## src/rtl/sbuf_pkg.sv

```systemverilog
package sbuf_pkg;
    typedef enum logic [1:0] {
        RX_EMPTY = 2'd0,
        RX_FULL  = 2'd1,
        RX_OVR   = 2'd2
    } rx_state_e;

    typedef enum logic [1:0] {
        TX_IDLE   = 2'd0,
        TX_SEND   = 2'd1,
        TX_REPEAT = 2'd2
    } tx_state_e;
endpackage

```

## src/rtl/sbuf_rx.sv

```systemverilog
module sbuf_rx
    import sbuf_pkg::*;
#(
    parameter int DATA_W = 8
) (
    input  logic              clk,
    input  logic              rst_n,
    input  logic              bit_vld,
    input  logic              bit_in,
    input  logic              cpu_rd,
    input  logic              dbg_rd,
    output logic [DATA_W-1:0] hold_data,
    output logic              overrun,
    output logic              byte_done
);
    localparam int CNT_W = $clog2(DATA_W);
    localparam logic [CNT_W-1:0] LAST = CNT_W'(DATA_W - 1);

    rx_state_e         st_q, st_d;
    logic [DATA_W-1:0] sr_q, hold_q, src;
    logic [CNT_W-1:0]  cnt_q;
    logic              done_q, complete, ld_hold;
    logic [DATA_W-1:0] new_byte;

    assign complete = bit_vld && (cnt_q == LAST);
    assign new_byte = {sr_q[DATA_W-2:0], bit_in};

    // next state and holding-register load decision
    always_comb begin
        st_d    = st_q;
        ld_hold = 1'b0;
        src     = new_byte;
        unique case (st_q)
            RX_EMPTY: begin
                if (complete) begin
                    ld_hold = 1'b1;
                    st_d    = RX_FULL;
                end
            end
            RX_FULL: begin
                if (complete) begin
                    if (cpu_rd) ld_hold = 1'b1;
                    else        st_d    = RX_OVR;
                end else if (cpu_rd) begin
                    st_d = RX_EMPTY;
                end
            end
            RX_OVR: begin
                if (cpu_rd) begin
                    ld_hold = 1'b1;
                    src     = complete ? new_byte : sr_q;
                    st_d    = RX_FULL;
                end
            end
            default: st_d = RX_EMPTY;
        endcase
    end

    always_ff @(posedge clk or negedge rst_n) begin
        if (!rst_n) st_q <= RX_EMPTY;
        else        st_q <= st_d;
    end

    always_ff @(posedge clk or negedge rst_n) begin
        if (!rst_n) begin
            sr_q   <= '0;
            cnt_q  <= '0;
            hold_q <= '0;
            done_q <= 1'b0;
        end else begin
            done_q <= complete;
            if (bit_vld) begin
                sr_q  <= new_byte;
                cnt_q <= complete ? '0 : cnt_q + 1'b1;
            end
            if (ld_hold) hold_q <= src;
        end
    end

    always_comb begin
        hold_data = hold_q;
        overrun   = (st_q == RX_OVR);
        byte_done = done_q;
    end

    p_ovr_set_r2: assert property (@(posedge clk) disable iff (!rst_n)
        (st_q == RX_FULL && complete && !cpu_rd) |=> overrun);
    p_hold_frozen_r3: assert property (@(posedge clk) disable iff (!rst_n)
        (st_q == RX_OVR && !cpu_rd) |=> $stable(hold_data));
    p_ovr_drain_r4: assert property (@(posedge clk) disable iff (!rst_n)
        (st_q == RX_OVR && cpu_rd) |=> (!overrun && st_q == RX_FULL));
    p_dbg_ignored_r4: assert property (@(posedge clk) disable iff (!rst_n)
        (st_q == RX_OVR && dbg_rd && !cpu_rd) |=> overrun);
    p_done_after_last_r1: assert property (@(posedge clk) disable iff (!rst_n)
        (bit_vld && cnt_q == LAST) |=> byte_done);
endmodule

```

## src/rtl/sbuf_tx.sv

```systemverilog
module sbuf_tx
    import sbuf_pkg::*;
#(
    parameter int DATA_W = 8
) (
    input  logic              clk,
    input  logic              rst_n,
    input  logic              cpu_wr,
    input  logic [DATA_W-1:0] wr_data,
    input  logic              bit_adv,
    output logic              tx_bit,
    output logic              not_empty,
    output logic              byte_req
);
    localparam int CNT_W = $clog2(DATA_W);
    localparam logic [CNT_W-1:0] LAST = CNT_W'(DATA_W - 1);

    tx_state_e         st_q, st_d;
    logic [DATA_W-1:0] hold_q, sr_q, next_data;
    logic [CNT_W-1:0]  idx_q;
    logic              fresh_q, ok_q, req_q;
    logic              avail, boundary, xfer, starve;

    assign avail     = fresh_q | cpu_wr;
    assign next_data = cpu_wr ? wr_data : hold_q;
    assign boundary  = bit_adv && (idx_q == LAST);

    always_comb begin
        st_d   = st_q;
        xfer   = 1'b0;
        starve = 1'b0;
        unique case (st_q)
            TX_IDLE: begin
                if (avail) begin
                    xfer = 1'b1;
                    st_d = TX_SEND;
                end
            end
            TX_SEND, TX_REPEAT: begin
                if (boundary) begin
                    if (avail) begin
                        xfer = 1'b1;
                        st_d = TX_SEND;
                    end else begin
                        starve = 1'b1;
                        st_d   = TX_REPEAT;
                    end
                end
            end
            default: st_d = TX_IDLE;
        endcase
    end

    always_ff @(posedge clk or negedge rst_n) begin
        if (!rst_n) st_q <= TX_IDLE;
        else        st_q <= st_d;
    end

    always_ff @(posedge clk or negedge rst_n) begin
        if (!rst_n) begin
            hold_q  <= '0;
            sr_q    <= '0;
            idx_q   <= '0;
            fresh_q <= 1'b0;
            ok_q    <= 1'b1;
            req_q   <= 1'b0;
        end else begin
            req_q <= xfer;
            if (cpu_wr) hold_q <= wr_data;
            if (xfer)        fresh_q <= 1'b0;
            else if (cpu_wr) fresh_q <= 1'b1;
            if (xfer) sr_q <= next_data;
            if (xfer || starve)                idx_q <= '0;
            else if (st_q != TX_IDLE && bit_adv) idx_q <= idx_q + 1'b1;
            if (cpu_wr)      ok_q <= 1'b1;
            else if (starve) ok_q <= 1'b0;
        end
    end

    always_comb begin
        tx_bit    = (st_q == TX_IDLE) ? 1'b0 : sr_q[LAST - idx_q];
        not_empty = ok_q;
        byte_req  = req_q;
    end

    p_retransmit_r7: assert property (@(posedge clk) disable iff (!rst_n)
        (st_q != TX_IDLE && boundary && !avail) |=> (!not_empty && $stable(sr_q)));
    p_write_sets_r8: assert property (@(posedge clk) disable iff (!rst_n)
        cpu_wr |=> not_empty);
    p_wait_boundary_r9: assert property (@(posedge clk) disable iff (!rst_n)
        (st_q != TX_IDLE && !boundary) |=> !byte_req);
    p_start_r6: assert property (@(posedge clk) disable iff (!rst_n)
        (st_q == TX_IDLE && avail) |=> (byte_req && st_q == TX_SEND));
endmodule

```

## src/rtl/serial_byte_buffer.sv

```systemverilog
module serial_byte_buffer #(
    parameter int DATA_W = 8
) (
    input  logic              clk,
    input  logic              rst_n,
    input  logic              rx_bit_vld,
    input  logic              rx_bit,
    input  logic              rx_cpu_rd,
    input  logic              rx_dbg_rd,
    output logic [DATA_W-1:0] rx_data,
    output logic              rx_overrun,
    output logic              rx_byte_done,
    input  logic              tx_cpu_wr,
    input  logic [DATA_W-1:0] tx_wr_data,
    input  logic              tx_bit_adv,
    output logic              tx_bit,
    output logic              tx_not_empty,
    output logic              tx_byte_req
);
    sbuf_rx #(.DATA_W(DATA_W)) u_rx (
        .clk       (clk),
        .rst_n     (rst_n),
        .bit_vld   (rx_bit_vld),
        .bit_in    (rx_bit),
        .cpu_rd    (rx_cpu_rd),
        .dbg_rd    (rx_dbg_rd),
        .hold_data (rx_data),
        .overrun   (rx_overrun),
        .byte_done (rx_byte_done)
    );

    sbuf_tx #(.DATA_W(DATA_W)) u_tx (
        .clk       (clk),
        .rst_n     (rst_n),
        .cpu_wr    (tx_cpu_wr),
        .wr_data   (tx_wr_data),
        .bit_adv   (tx_bit_adv),
        .tx_bit    (tx_bit),
        .not_empty (tx_not_empty),
        .byte_req  (tx_byte_req)
    );
endmodule

```

## config.mk

```make
export PLATFORM = sky130hd
export DESIGN_NAME = serial_byte_buffer
export DESIGN_NICKNAME = d
export VERILOG_FILES = /design/src/rtl/sbuf_pkg.sv /design/src/rtl/sbuf_rx.sv /design/src/rtl/sbuf_tx.sv /design/src/rtl/serial_byte_buffer.sv
export SDC_FILE = /design/constraint.sdc
export NUM_CORES = 1
export LEC_CHECK = 0
export ABC_CLOCK_PERIOD_IN_PS = 1880
export BUFFER_PORTS_ARGS = -buffer_cell sky130_fd_sc_hd__buf_2
export CORE_AREA = 2 2 123 77
export DETAILED_ROUTE_END_ITERATION = 6
export DIE_AREA = 0 0 125 79
export GPL_TIMING_DRIVEN = 0
export SLEW_MARGIN = 10
export SYNTH_ARGS = -nofsm -noshare
export SYNTH_HDL_FRONTEND = slang
export SYNTH_HIERARCHICAL = 1
export SYNTH_SLANG_ARGS = --single-unit
```

## constraint.sdc

```tcl
create_clock -name clk -period 1.88 [get_ports clk]
set_clock_uncertainty 0.05 [all_clocks]
set_input_delay 0.094 -clock clk [delete_from_list [all_inputs] [get_ports clk]]
set_output_delay 0.094 -clock clk [all_outputs]
set_load 0.05 [all_outputs]
```

# Word-level counts from Yosys, hierarchy flattened
# Cells that the tools add are included.
# classes
mux,34
add_sub_neg,3
bitwise_logic,1
n_eq_ne,12
order_cmp,1
n_reduce_logical,13
# ops
operator,n
two-way mux 8 bit,4
two-way mux 2 bit,8
two-way mux 1 bit,14
two-way mux 3 bit,3
nonzero test 2 bit,4
"adder 3 x 1 -> 3 bit, second input constant",2
"equality test 3 bit, second input constant",2
"inequality test 2 x 1 -> 1 bit, second input constant",3
one-hot mux 2 bit (3 select lines),1
"equality test 2 x 1 -> 1 bit, second input constant",2
"equality test 2 bit, second input constant",2
zero test 2 bit,2
"less-than comparator 3 x 4 -> 1 bit, second input constant",1
one-hot mux 2 bit (2 select lines),1
AND reduction 4 bit,1
binary-select mux 1 bit (select 3 bit),1
logical AND 1 bit,3
"inequality test 3 x 2 -> 1 bit, second input constant",1
"inequality test 3 bit, second input constant",1
one-hot mux 1 bit (3 select lines),1
"subtractor 3 bit, first input constant",1
"inequality test 2 bit, second input constant",1
one-hot mux 1 bit (2 select lines),1
AND reduction 2 bit,1
3 further kinds,3
# word_totals
output_inout_bits,13
ff_bits,46
in_bits,16
word_cells,76

# Depth between registers and ports, before layout
# depth
ltp_word,6
ltp_mapped,7
depth_no_buf,7

# By module
# Netlist, hierarchy kept.
# modules_own_cells
mod,cells_each,seq_area_each_um2,area_each_um2,instances
sbuf_tx,85,601.8,1189.9,1
sbuf_rx,72,550.5,964.7,1

# Worst setup path before layout
# OpenSTA, ideal clock, no wires.
# synth_timing
path_kind,flip-flop to output port
from,reg u_tx.st_q[0]
to,out tx_bit
arrival_time_ns,2.091
t_required_ns,1.736
stages_incl_launch_ff,5
n_path_buf,0
slack_ns,-0.355
cell_sequence,dfrtp_1 inv_1 ha_1 a21o_1 a311oi_1
# synth_between
elab_chain_len,2
# synth_rtl
item,line,rtl
"start, declared",sbuf_tx.sv:18,"tx_state_e st_q, st_d;"
"start signal, assigned",sbuf_tx.sv:56,else st_q <= st_d;
zero test 2 bit,sbuf_tx.sv:81,tx_bit = (st_q == TX_IDLE) ? 1'b0 : sr_q[LAST - idx_q];
two-way mux 1 bit,sbuf_tx.sv:81,
"end, declared",serial_byte_buffer.sv:16,"output logic tx_bit,"
# Every way passes these cells.

# Worst setup path in the final report
# layout_timing
from,reg u_tx.idx_q[1]
to,out tx_bit
# layout_between
elab_chain_len,4
# layout_rtl
item,line,rtl
"start, declared",sbuf_tx.sv:20,logic [CNT_W-1:0] idx_q;
"start signal, assigned",sbuf_tx.sv:74,else if (st_q != TX_IDLE && bit_adv) idx_q <= idx_q + 1'b1;
subtractor 3 bit,sbuf_tx.sv:81,
binary-select mux 1 bit (select 3 bit),sbuf_tx.sv:81,
two-way mux 1 bit (not written as such),sbuf_tx.sv:81,
two-way mux 1 bit,sbuf_tx.sv:81,
# Every way passes these cells. The select of a mux whose other input is x is not followed.

==> results.sh <==
export IMPL_synth_cells=157
export IMPL_overflow=0
export IMPL_routed_wl_mm=4.10
export IMPL_syn2layout_area_growth_pct=22.5
export IMPL_vias=1335
export IMPL_cts_max_path_buffers=2
export IMPL_root_buffer="clkbuf_16"
export IMPL_fin_setup_tns_ns=0
export IMPL_cts_sinks=46
export IMPL_hp_start="tx_wr_data[4]"
export IMPL_hold_violations=0
export IMPL_fin_crit_ns=1.79
export IMPL_slew_violations=0
export IMPL_place_gp_congestion=0.851
export IMPL_antenna_found_initial=0
export IMPL_ant_nets=0
export IMPL_drt_pass1_iterations=4
export IMPL_initial_utilization=0.243
export IMPL_yosysWarnings=6
export IMPL_synth_cell_types=34
export IMPL_setup_violations=0
export IMPL_synth_area_per_cell_um2=13.7
export IMPL_wl_per_cell_um=13.1
export IMPL_r2r_end="u_tx/sr_q[6]$_DFFE_PN0P_"
export IMPL_layout_nets=217
export IMPL_p_leak_nw=1.21
export IMPL_ys_seq_elements=46
export IMPL_cap_violations=0
export IMPL_top_level_ports=29
export IMPL_drive_above_1_share=0.429
export IMPL_core_area_um2=8850
export IMPL_post_route_period_util=0.950
export IMPL_cp_start_kind="flip-flop"
export IMPL_fin_util=0.298
export IMPL_crit_type="flip-flop to output pin"
export IMPL_layout_cells_non_filler=312
export IMPL_fill_cells=914
export IMPL_rows=27
export IMPL_port_buffers=26
export IMPL_startpoint="u_tx/idx_q[1]$_DFFE_PN0P_"
export IMPL_status="completed"
export IMPL_cts_buffers=5
export IMPL_drt_initial_drc_count=62
export IMPL_hold_path_class="input pin to flip-flop"
export IMPL_max_slew_worst_pin_slew_ns=1.03
export IMPL_multi_input_area_um2=958
export IMPL_end_kind="output pin"
export IMPL_powerDensity_nw_per_um2=1510
export IMPL_die_area_um2=9880
export IMPL_worst_endpoint_required_ns=1.74
export IMPL_fp_dieW_um=125
export IMPL_syn_nets=179
export IMPL_synth_area_um2=2150
export IMPL_diodes=0
export IMPL_via_per_inst=4.28
export IMPL_dieHeight_um=79
export IMPL_grt_pass1_vias=1379
export IMPL_synth_seq_area_share=0.535
export IMPL_whs_path_depth=2
export IMPL_cts_max_level=2
export IMPL_drc=0
export IMPL_maxSlewHeadroom=0.310
export IMPL_grt_use_total=0.0869
export IMPL_synth_edff_count=0
export IMPL_vdd_drop_max_mv=0.328
export IMPL_rsz0062_at_grt="no"
export IMPL_grt_pass1_wl_mm=6.84
export IMPL_clk_latency_ns=0.28
export IMPL_place_hpwl_mm=2.92
export IMPL_synthArstFlopShare=1.00
export IMPL_r2r_start="u_tx/idx_q[1]$_DFFE_PN0P_"
export IMPL_clk_pin_slew_ns=0.07
export IMPL_cp_arrival_ns=1.64
export IMPL_cts_tree="yes"
export IMPL_placed_cells=299
export IMPL_fmaxAchievable_mhz=560
export IMPL_critPathMaxFanout=5
export IMPL_synth_top_flop_cell="dfrtp_1"
export IMPL_r2r_slack_ns=0.10
export IMPL_ff2ff_path_depth=5
export IMPL_hold_path_end="u_tx/hold_q[4]$_DFF_PN0_"
export IMPL_seq_area_um2=1150
export IMPL_grt_max_degree=47
flip-flops by register name, summed over array words and instances, names as in the netlist:
register and count:
u_tx/not_empty 1, u_tx/sr_q 8, u_tx/fresh_q 1, u_rx/byte_done 1, u_rx/cnt_q 3, u_rx/st_q 2, u_tx/byte_req 1, u_tx/hold_q 8
u_tx/st_q 2, u_rx/sr_q 8, u_rx/hold_data 8, u_tx/idx_q 3
worst max path at each step:
stage / cells past startpoint / to
after floorplan: 4 / tx_bit
after global placement: 5 / u_tx/sr_q[0]$_DFFE_PN0P_
after detailed placement: 5 / u_tx/sr_q[2]$_DFFE_PN0P_
after CTS: 5 / tx_bit
after global routing: 5 / u_tx/sr_q[4]$_DFFE_PN0P_
final: 4 / tx_bit
report_power, final:
part | total [mW] | internal, mW | leakage, nW | switching [mW]
registers | 1.55 | 1.31 | 0.555 | 0.234
logic | 1.58 | 0.698 | 0.585 | 0.881
clock network | 0.866 | 0.492 | 0.0698 | 0.374
total | 3.99 | 2.50 | 1.21 | 1.49
synth_stat cells (all sizes together) (2+ instances only):
library cell,n,area (um2)
a21oi,5,25.0
a22o,3,26.3
buf,2,22.5
dfrtp,45,1130
ha,6,75.1
inv,8,30.0
mux2,25,334
mux2i,7,70.1
nand2,3,18.8
nand2b,3,21.3
nand3,3,15.0
nor2,13,65.1
o21ai,4,23.8
o221a,8,90.1
o22ai,2,12.5
or2,9,56.3
cells in the final DEF (no fill, tap or decap), types with 2 or more instances in the layout:
master,n
nand3_1,3
a22o_1,3
nand2_1,2
nand2b_1,2
clkbuf_16,5
mux2_2,11
o221a_2,8
o22ai_1,2
mux2i_1,7
mux2_4,14
inv_1,7
buf_6,3
a21oi_1,5
dlygate4sd3_1,4
ha_1,5
nor2_1,12
buf_2,25
or2_0,8
dfrtp_1,45
o21ai_0,3
per-layer routing:
| layer | vias to the layer above | GRT usage | wire (um) |
|---|---|---|---|
| li1 | 654 | - | - |
| met1 | 655 | 0.121 | 2190 |
| met4 | 0 | 0.0367 | 57 |
| met5 | - | 0 | 0 |
| met2 | 21 | 0.129 | 1720 |
| met3 | 5 | 0.0222 | 127 |
worst max-delay path, cell delays in order, from the launching register on:
cell and delay, ns:
dfrtp_1 0.46, mux4_2 0.53, nor2_1 0.12, a311oi_2 0.07, buf_6 0.17
kinds of logic (layout without fill, tap and decap cells):
family          count (synthesis)  after routing  share of synthesized area
mux                            33             33                      0.198
flops                          46             46                      0.535
buf+inv                        10             49                     0.0244
compound gates                 29             29                      0.117
simple gates                   33             33                     0.0906
fa+ha+maj                       6              6                     0.0348
final cells by class:
type,instances,area share
clock inverters,3,0.00806
clock buffers,5,0.0474
flip-flops and latches,46,0.437
inverters,8,0.0114
plain buffers,2,0.00853
well taps,116,0.0550
repair buffers,31,0.0697
multi-input cells,101,0.363
timing repair:
action                     4_1_cts  5_1_grt
hold buffers                     4        0
hold endpoints to repair        48        0
setup endpoints to repair        1       10
buffers inserted                 0        1
gates resized for setup          2        1
pin swaps                        0        3
stage by stage:
step	hold slack [ns]	setup WS (ns)	power (mW)	cell area (um2)
after detailed placement	0.291	0.0914	3.11	2440
after floorplan	-0.252	0.107	2.76	2160
after global routing	0.00434	0.00194	4.22	2640
after CTS	0.00257	0.00299	4.03	2630
final	0.00687	0.0947	3.99	2640
after global placement	0.282	0.126	3.08	2440
Power figures use the tool's default switching activity.
